## config.mk

```make
export PLATFORM = sky130hd
export DESIGN_NAME = serial_rx_unit
export DESIGN_NICKNAME = d
export VERILOG_FILES = /design/src/rtl/srx_pkg.sv /design/src/rtl/srx_line_sync.sv /design/src/rtl/srx_framer.sv /design/src/rtl/srx_status.sv /design/src/rtl/serial_rx_unit.sv
export SDC_FILE = /design/constraint.sdc
export NUM_CORES = 1
export LEC_CHECK = 0
export CORE_UTILIZATION = 54
export DETAILED_ROUTE_END_ITERATION = 6
export GPL_TIMING_DRIVEN = 0
export PLACE_DENSITY_LB_ADDON = 0.15
export SKIP_LAST_GASP = 1
export SLEW_MARGIN = 20
export SYNTH_ARGS = -nofsm -noshare
export SYNTH_HDL_FRONTEND = slang
export SYNTH_HIERARCHICAL = 1
export SYNTH_SLANG_ARGS = --single-unit
export TNS_END_PERCENT = 20
```

## constraint.sdc

```tcl
create_clock -name clk -period 2.1 [get_ports clk]
set_input_delay 0.315 -clock clk [delete_from_list [all_inputs] [get_ports clk]]
set_output_delay 0.315 -clock clk [all_outputs]
set_load 0.02 [all_outputs]
```

## src/rtl/srx_pkg.sv

```systemverilog
package srx_pkg;

   typedef enum logic [2:0] {
      ST_IDLE,
      ST_START,
      ST_DATA,
      ST_PAR,
      ST_STOP
   } rx_state_e;

   localparam int NUM_FLAGS = 4;
   localparam int FLAG_RDY  = 0;
   localparam int FLAG_OVR  = 1;
   localparam int FLAG_FRM  = 2;
   localparam int FLAG_PAR  = 3;

endpackage

```

## src/rtl/srx_line_sync.sv

```systemverilog
module srx_line_sync #(
   parameter int STAGES = 2
) (
   input  logic clk,
   input  logic rst_n,
   input  logic line_i,
   input  logic invert_i,
   output logic line_o
);

   logic pol_line;
   assign pol_line = line_i ^ invert_i;

   generate
      if (STAGES == 0) begin : g_direct
         assign line_o = pol_line;
      end else begin : g_chain
         logic [STAGES-1:0] chain_q;
         always_ff @(posedge clk) begin
            if (!rst_n) chain_q <= '1;
            else        chain_q <= (chain_q << 1) | STAGES'(pol_line);
         end
         assign line_o = chain_q[STAGES-1];
      end
   endgenerate

endmodule

```

## src/rtl/srx_framer.sv

```systemverilog
module srx_framer
   import srx_pkg::*;
#(
   parameter int OVERSAMPLE = 16,
   parameter int DATA_W     = 8
) (
   input  logic              clk,
   input  logic              rst_n,
   input  logic              tick_i,
   input  logic              line_i,
   input  logic              run_i,
   input  logic              short_i,
   input  logic              par_en_i,
   input  logic              par_odd_i,
   output logic              done_o,
   output logic [DATA_W-1:0] data_o,
   output logic              stop_ok_o,
   output logic              par_ok_o
);

   localparam int CNT_W = $clog2(OVERSAMPLE);
   localparam int BIT_W = $clog2(DATA_W + 1);
   localparam logic [CNT_W-1:0] MID_C = CNT_W'(OVERSAMPLE / 2 - 1);
   localparam logic [CNT_W-1:0] END_C = CNT_W'(OVERSAMPLE - 1);

   rx_state_e         state_q;
   logic [CNT_W-1:0]  cnt_q;
   logic [BIT_W-1:0]  bits_q;
   logic [DATA_W-1:0] shreg_q;
   logic              par_bit_q;
   logic              stop_bit_q;
   logic              done_q;
   logic [BIT_W-1:0]  last_bit;
   logic              at_end;

   assign last_bit = short_i ? BIT_W'(DATA_W - 2) : BIT_W'(DATA_W - 1);
   assign at_end   = (cnt_q == END_C);

   always_ff @(posedge clk) begin
      if (!rst_n) begin
         state_q    <= ST_IDLE;
         cnt_q      <= '0;
         bits_q     <= '0;
         shreg_q    <= '0;
         par_bit_q  <= 1'b0;
         stop_bit_q <= 1'b1;
         done_q     <= 1'b0;
      end else begin
         done_q <= 1'b0;
         if (!run_i) begin
            state_q <= ST_IDLE;
         end else if (tick_i) begin
            unique case (state_q)
               ST_IDLE: begin
                  if (!line_i) begin
                     state_q <= ST_START;
                     cnt_q   <= '0;
                  end
               end
               ST_START: begin
                  if (cnt_q == MID_C) begin
                     cnt_q   <= '0;
                     bits_q  <= '0;
                     state_q <= line_i ? ST_IDLE : ST_DATA;
                  end else begin
                     cnt_q <= cnt_q + 1'b1;
                  end
               end
               ST_DATA: begin
                  if (at_end) begin
                     cnt_q   <= '0;
                     shreg_q <= {line_i, shreg_q[DATA_W-1:1]};
                     bits_q  <= bits_q + 1'b1;
                     if (bits_q == last_bit)
                        state_q <= par_en_i ? ST_PAR : ST_STOP;
                  end else begin
                     cnt_q <= cnt_q + 1'b1;
                  end
               end
               ST_PAR: begin
                  if (at_end) begin
                     cnt_q     <= '0;
                     par_bit_q <= line_i;
                     state_q   <= ST_STOP;
                  end else begin
                     cnt_q <= cnt_q + 1'b1;
                  end
               end
               ST_STOP: begin
                  if (at_end) begin
                     cnt_q      <= '0;
                     stop_bit_q <= line_i;
                     done_q     <= 1'b1;
                     state_q    <= ST_IDLE;
                  end else begin
                     cnt_q <= cnt_q + 1'b1;
                  end
               end
               default: state_q <= ST_IDLE;
            endcase
         end
      end
   end

   assign done_o    = done_q;
   assign data_o    = short_i ? (shreg_q >> 1) : shreg_q;
   assign stop_ok_o = stop_bit_q;
   assign par_ok_o  = par_en_i ? ((^data_o ^ par_bit_q) == par_odd_i) : 1'b1;


   busy_needs_run_chk: assert property (@(posedge clk) disable iff (!rst_n)
      (state_q != ST_IDLE) |-> $past(run_i));


   bit_count_range_chk: assert property (@(posedge clk) disable iff (!rst_n)
      (bits_q <= BIT_W'(DATA_W)));


   done_after_stop_chk: assert property (@(posedge clk) disable iff (!rst_n)
      done_o |-> ($past(state_q) == ST_STOP));

endmodule

```

## src/rtl/srx_status.sv

```systemverilog
module srx_status
   import srx_pkg::*;
#(
   parameter int DATA_W = 8
) (
   input  logic                 clk,
   input  logic                 rst_n,
   input  logic                 done_i,
   input  logic [DATA_W-1:0]    fr_data_i,
   input  logic                 stop_ok_i,
   input  logic                 par_ok_i,
   input  logic                 rd_data_i,
   input  logic                 rd_stat_i,
   input  logic                 wr_stat_i,
   input  logic [NUM_FLAGS-1:0] wr_val_i,
   output logic [DATA_W-1:0]    data_o,
   output logic [NUM_FLAGS-1:0] flags_o,
   output logic                 stall_o
);

   logic [DATA_W-1:0]    data_q;
   logic [NUM_FLAGS-1:0] flag_q;
   logic [NUM_FLAGS-1:0] armed;
   logic [NUM_FLAGS-1:0] clr;
   logic [NUM_FLAGS-1:0] set_v;
   logic [NUM_FLAGS-1:0] rd_mask;
   logic                 ready_busy;
   logic                 load;

   assign ready_busy = flag_q[FLAG_RDY] & ~rd_data_i;
   assign load       = done_i & ~ready_busy;
   assign rd_mask    = NUM_FLAGS'(rd_data_i);

   always_comb begin
      set_v           = '0;
      set_v[FLAG_OVR] = done_i & ready_busy;
      set_v[FLAG_FRM] = load & ~stop_ok_i;
      set_v[FLAG_PAR] = load & ~par_ok_i;
      set_v[FLAG_RDY] = load & stop_ok_i & par_ok_i;
   end

   generate
      for (genvar i = 0; i < NUM_FLAGS; i++) begin : g_flag
         logic arm_q;
         always_ff @(posedge clk) begin
            if (!rst_n)         arm_q <= 1'b0;
            else if (!flag_q[i]) arm_q <= 1'b0;
            else if (rd_stat_i)  arm_q <= 1'b1;
         end
         assign armed[i] = arm_q;
         assign clr[i]   = wr_stat_i & ~wr_val_i[i] & arm_q;

         if (i != FLAG_RDY) begin : g_err

            err_clear_by_write_chk: assert property (@(posedge clk) disable iff (!rst_n)
               $fell(flag_q[i]) |-> $past(wr_stat_i && !wr_val_i[i]));
         end else begin : g_rdy

            ready_clear_src_chk: assert property (@(posedge clk) disable iff (!rst_n)
               $fell(flag_q[i]) |-> $past(rd_data_i || (wr_stat_i && !wr_val_i[i])));
         end
      end
   endgenerate

   always_ff @(posedge clk) begin
      if (!rst_n) begin
         flag_q <= '0;
         data_q <= '0;
      end else begin
         flag_q <= (flag_q & ~clr & ~rd_mask) | set_v;
         if (load) data_q <= fr_data_i;
      end
   end

   assign data_o  = data_q;
   assign flags_o = flag_q;
   assign stall_o = |flag_q[NUM_FLAGS-1:1];


   data_only_on_frame_chk: assert property (@(posedge clk) disable iff (!rst_n)
      (data_q != $past(data_q)) |-> $past(done_i));


   overrun_keeps_data_chk: assert property (@(posedge clk) disable iff (!rst_n)
      $rose(flag_q[FLAG_OVR]) |-> $stable(data_q));


   ready_needs_clean_chk: assert property (@(posedge clk) disable iff (!rst_n)
      $rose(flag_q[FLAG_RDY]) |-> ($past(flag_q[NUM_FLAGS-1:1]) == '0));

endmodule

```

## src/rtl/serial_rx_unit.sv

```systemverilog
module serial_rx_unit
   import srx_pkg::*;
#(
   parameter int OVERSAMPLE  = 16,
   parameter int DATA_W      = 8,
   parameter int SYNC_STAGES = 2
) (
   input  logic              clk,
   input  logic              rst_n,
   input  logic              rx_line_i,
   input  logic              rx_en_i,
   input  logic              cfg_short_i,
   input  logic              cfg_par_en_i,
   input  logic              cfg_par_odd_i,
   input  logic              cfg_invert_i,
   input  logic              baud_tick_i,
   input  logic              host_rd_data_i,
   input  logic              host_rd_stat_i,
   input  logic              host_wr_stat_i,
   input  logic [3:0]        host_wr_val_i,
   output logic [DATA_W-1:0] rx_data_o,
   output logic [3:0]        rx_status_o
);

   generate
      if (OVERSAMPLE < 4 || (OVERSAMPLE & (OVERSAMPLE - 1)) != 0) begin : g_bad_os
         $error("OVERSAMPLE must be a power of two of at least 4");
      end
      if (DATA_W < 2) begin : g_bad_w
         $error("DATA_W must be at least 2");
      end
      if (SYNC_STAGES < 0 || SYNC_STAGES > 4) begin : g_bad_sync
         $error("SYNC_STAGES must lie in 0..4");
      end
   endgenerate

   logic              line_s;
   logic              stall;
   logic              run;
   logic              fr_done;
   logic [DATA_W-1:0] fr_data;
   logic              fr_stop_ok;
   logic              fr_par_ok;

   assign run = rx_en_i & ~stall;

   srx_line_sync #(.STAGES(SYNC_STAGES)) u_sync (
      .clk      (clk),
      .rst_n    (rst_n),
      .line_i   (rx_line_i),
      .invert_i (cfg_invert_i),
      .line_o   (line_s)
   );

   srx_framer #(.OVERSAMPLE(OVERSAMPLE), .DATA_W(DATA_W)) u_framer (
      .clk       (clk),
      .rst_n     (rst_n),
      .tick_i    (baud_tick_i),
      .line_i    (line_s),
      .run_i     (run),
      .short_i   (cfg_short_i),
      .par_en_i  (cfg_par_en_i),
      .par_odd_i (cfg_par_odd_i),
      .done_o    (fr_done),
      .data_o    (fr_data),
      .stop_ok_o (fr_stop_ok),
      .par_ok_o  (fr_par_ok)
   );

   srx_status #(.DATA_W(DATA_W)) u_status (
      .clk       (clk),
      .rst_n     (rst_n),
      .done_i    (fr_done),
      .fr_data_i (fr_data),
      .stop_ok_i (fr_stop_ok),
      .par_ok_i  (fr_par_ok),
      .rd_data_i (host_rd_data_i),
      .rd_stat_i (host_rd_stat_i),
      .wr_stat_i (host_wr_stat_i),
      .wr_val_i  (host_wr_val_i),
      .data_o    (rx_data_o),
      .flags_o   (rx_status_o),
      .stall_o   (stall)
   );


   disabled_holds_chk: assert property (@(posedge clk) disable iff (!rst_n)
      (!$past(rx_en_i) && !$past(host_rd_data_i) && !$past(host_wr_stat_i))
      |-> ($stable(rx_data_o) && $stable(rx_status_o)));

endmodule

```

==> impl_metrics.csv <==
group,metric,value,unit
sta,slew_headroom,64.84,%
logic_synthesis,postSynth.asyncResetShare,0,%
grt,grt_max_degree,13,
placement,dp_cells,304,
clocking,clkTransAtPathRegs,0.08,ns
grt,grt_remaining_overflow,0,
die,dieWidth,63.33,um
sta,holdWs,0.4095,ns
flow_run,cap_violations,0,
logic_synthesis,synth_area_leader_cell,"dfxtp_1",
logic_synthesis,synth_edf_count,0,
sta,worstMarginPinSlew,0.5246,ns
worst_hold_path,whs_path_depth,1,
clocking,cts_tree,"built",
logic_synthesis,synthCells,231,
critical_path,crit_path_end_kind,"flop",
layout,drive_above_1_share,11.28,%
clocking,cts_made_buffers,5,
placement,globalplace.congestion,0.8012,
layout,layout_common_cells,"nand2_1, dfxtp_1, clkdlybuf4s50_1",
layout,layout.cells.most_common,"nand2_1",
route,drt-pass1-iter-count,4,
route,ant_nets,0,
grt,grt_pass1_vias,1538,
logic_synthesis,yosys.cell_types.count,49,
placement,place_ws,-0.2514,ns
logic_synthesis,synth.cell_area,2031,um2
sta,layout_min_cycle_time,2.034,ns
die,die-area,4010,um2
grt,antenna_found_initial,0,
layout,area_growth_syn_to_layout,22.18,%
clocking,cts.sinks,40,
power_and_ir_drop,p_leak,0.9029,nW
worst_hold_path,hold_path_class,"flop to flop",
route,via_count,1696,
sta,hold_viol_final,0,
critical_path,critical_path_class,"input pin to flop",
sta,fin_crit_sh,96.86,%
logic_synthesis,ys_seq_area_share,39.43,%
sta,fin_skew,0.01116,ns
critical_path,cp_cell_sequence,"clkdlybuf4s50_1 > clkbuf_4 > mux2_2 > xor2_1 > xnor3_1 > nand2_1 > nand3_1 > o32ai_1",
sta,setup_violations,0,
die,core-area,3468,um2
critical_path,start_kind,"input pin",
logic_synthesis,syn_area_per_cell,8.791,um2
die,num_rows,21,
outcome,status,"finished clean",
critical_path,required,2.31,ns
layout,diodes,0,
clocking,htree_levels,2,
logic_synthesis,synth_seq_cells,40,
route,drc_errors,0,
layout,final_util,71.54,%
sta,max_clock_freq,0.4916,GHz
sta,setup_ws,0.06590,ns
logic_synthesis,synth_top_area_share,39.43,%
clocking,clk_latency,0.30,ns
route,drt_wl_total,4018,um
power_and_ir_drop,power.total,1.391,mW
route,drt-initial-drc-count,100,
die,die_h,63.33,um
placement,hpwlAfterDp,2955,um
route,via_per_inst,5.436,
sta,slew_violations,0,
die,start_util,58.55,%
layout,final_nets,283,
critical_path,critPathSlowestCell,"clkdlybuf4s50_1",
placement,port_buffers,27,
logic_synthesis,syn-num-nets,249,
grt,grt_pass1_wl,7003,um
clocking,cts_buffer_depth,2,
critical_path,worst_r2r_path_depth,5,
clocking,clock-root-buffer,"clkbuf_8",
logic_synthesis,synth_top_cells_by_area,"dfxtp_1, nand2_1, a21boi_0",
logic_synthesis,ys.flop_type,"dfxtp_1",
critical_path,crit_path_max_fanout,10,
power_and_ir_drop,ir_drop,0.4117,mV
grt,track_usage,22.44,%
clocking,postCtsHoldBufs,0,
logic_synthesis,yosys_warnings,6,
layout,fin_cells,312,
critical_path,slowest_delay,0.48,ns
power_and_ir_drop,powerDensity,560.8,nW/um2
route,wl_per_cell,12.88,um
critical_path,cp.arrival,2.25,ns
die,ioPinCount,28,
sta,rsz0062_at_grt,"true",
==> Yosys cell counts (2+ instances only) <==
library cell,count
o21ai_0,6
nor2b_1,5
xnor2_1,8
ha_1,2
nor3_1,5
o41ai_1,2
and3_1,2
and2_1,3
buf_4,2
o21a_1,2
nand2_2,2
a21oi_1,2
nand4b_1,3
o32ai_1,2
clkbuf_1,5
dfxtp_1,40
o211ai_1,2
nand2_1,51
inv_1,3
nor2_1,13
mux2_2,6
nor3b_1,2
or3_1,3
mux2i_1,11
nand3_1,8
a21boi_0,15
nand2b_1,4
==> worst paths after layout <==
| check | start | end | slack (ns) |
|---|---|---|---|
| worst min-delay path | u_sync/g_chain.chain_q[0] | u_sync/g_chain.chain_q[1] | 0.41 |
| worst min register to register | u_sync/g_chain.chain_q[0] | u_sync/g_chain.chain_q[1] | 0.41 |
| worst max register to register | u_framer/state_q[1] | u_framer/state_q[2] | 0.09 |
| worst max-delay path | cfg_short_i | u_status/flags_o[0] | 0.07 |
==> logic make-up (layout without fill, tap and decap cells) <==
group	Yosys count	after routing	share of synthesized area [%]
buffers and inverters	13	48	3.203
DFF	40	40	39.43
AOI/OAI and AO/OA	37	37	14.42
xor gates and xnor gates	10	10	4.991
adders and majority gates	2	2	1.232
muxes	17	17	8.749
and+or+nand+nor	112	112	27.97
==> power breakdown <==
part           switching, mW  total (mW)  internal (mW)
Clock                  0.270       0.537          0.267
Sequential           0.00186       0.762          0.761
Combinational         0.0422      0.0921         0.0500
==> worst max-delay path: cells and delay by family <==
family / cells / cell delay (ns)
compound gates: 1 / 0.12
xor+xnor: 2 / 0.53
buf+inv: 2 / 0.69
mux: 1 / 0.38
simple gates: 2 / 0.19
==> sequential cells by signal (all words and copies together) (netlist names), 2 cells and up <==
name                    count
u_framer/shreg_q            8
u_status/data_o             8
u_framer/bits_q             4
u_framer/cnt_q              4
u_status/flags_o            4
u_status/g_flag.arm_q       4
u_framer/state_q            3
u_sync/g_chain.chain_q      2
==> stage by stage <==
step                      cell area [um2]  setup TNS [ns]
final                                2481               0
after global placement               2359         -0.8721
after floorplan                      2031               0
after global routing                 2481         -0.1346
after detailed placement             2359         -0.9053
after CTS                            2465               0
==> area by class of cell <==
class                   count  area [um2]
plain buffers               9       53.80
clock buffers               7       86.33
clock inverters             1       7.507
fillers                   296       987.2
inverters                   4       15.01
multi-input cells         178        1190
flip-flops and latches     40       800.8
well taps                  46       57.56
repair buffers             27       270.3
==> metal layers <==
metal	vias up	GRT usage, %	share of wire [%]
met4	0	9.375	1.7
met3	8	5.978	3.7
met2	32	34.71	47
met5	-	0	0
met1	789	29.28	47
li1	867	-	-
==> what timing repair did <==
action,4_1_cts,5_1_grt
resized for setup,1,6
endpoints found under the hold margin,0,0
setup endpoints to repair,2,17
pin swaps,0,0
setup buffers,0,0
Note: power is estimated with default switching activity, not from simulation.
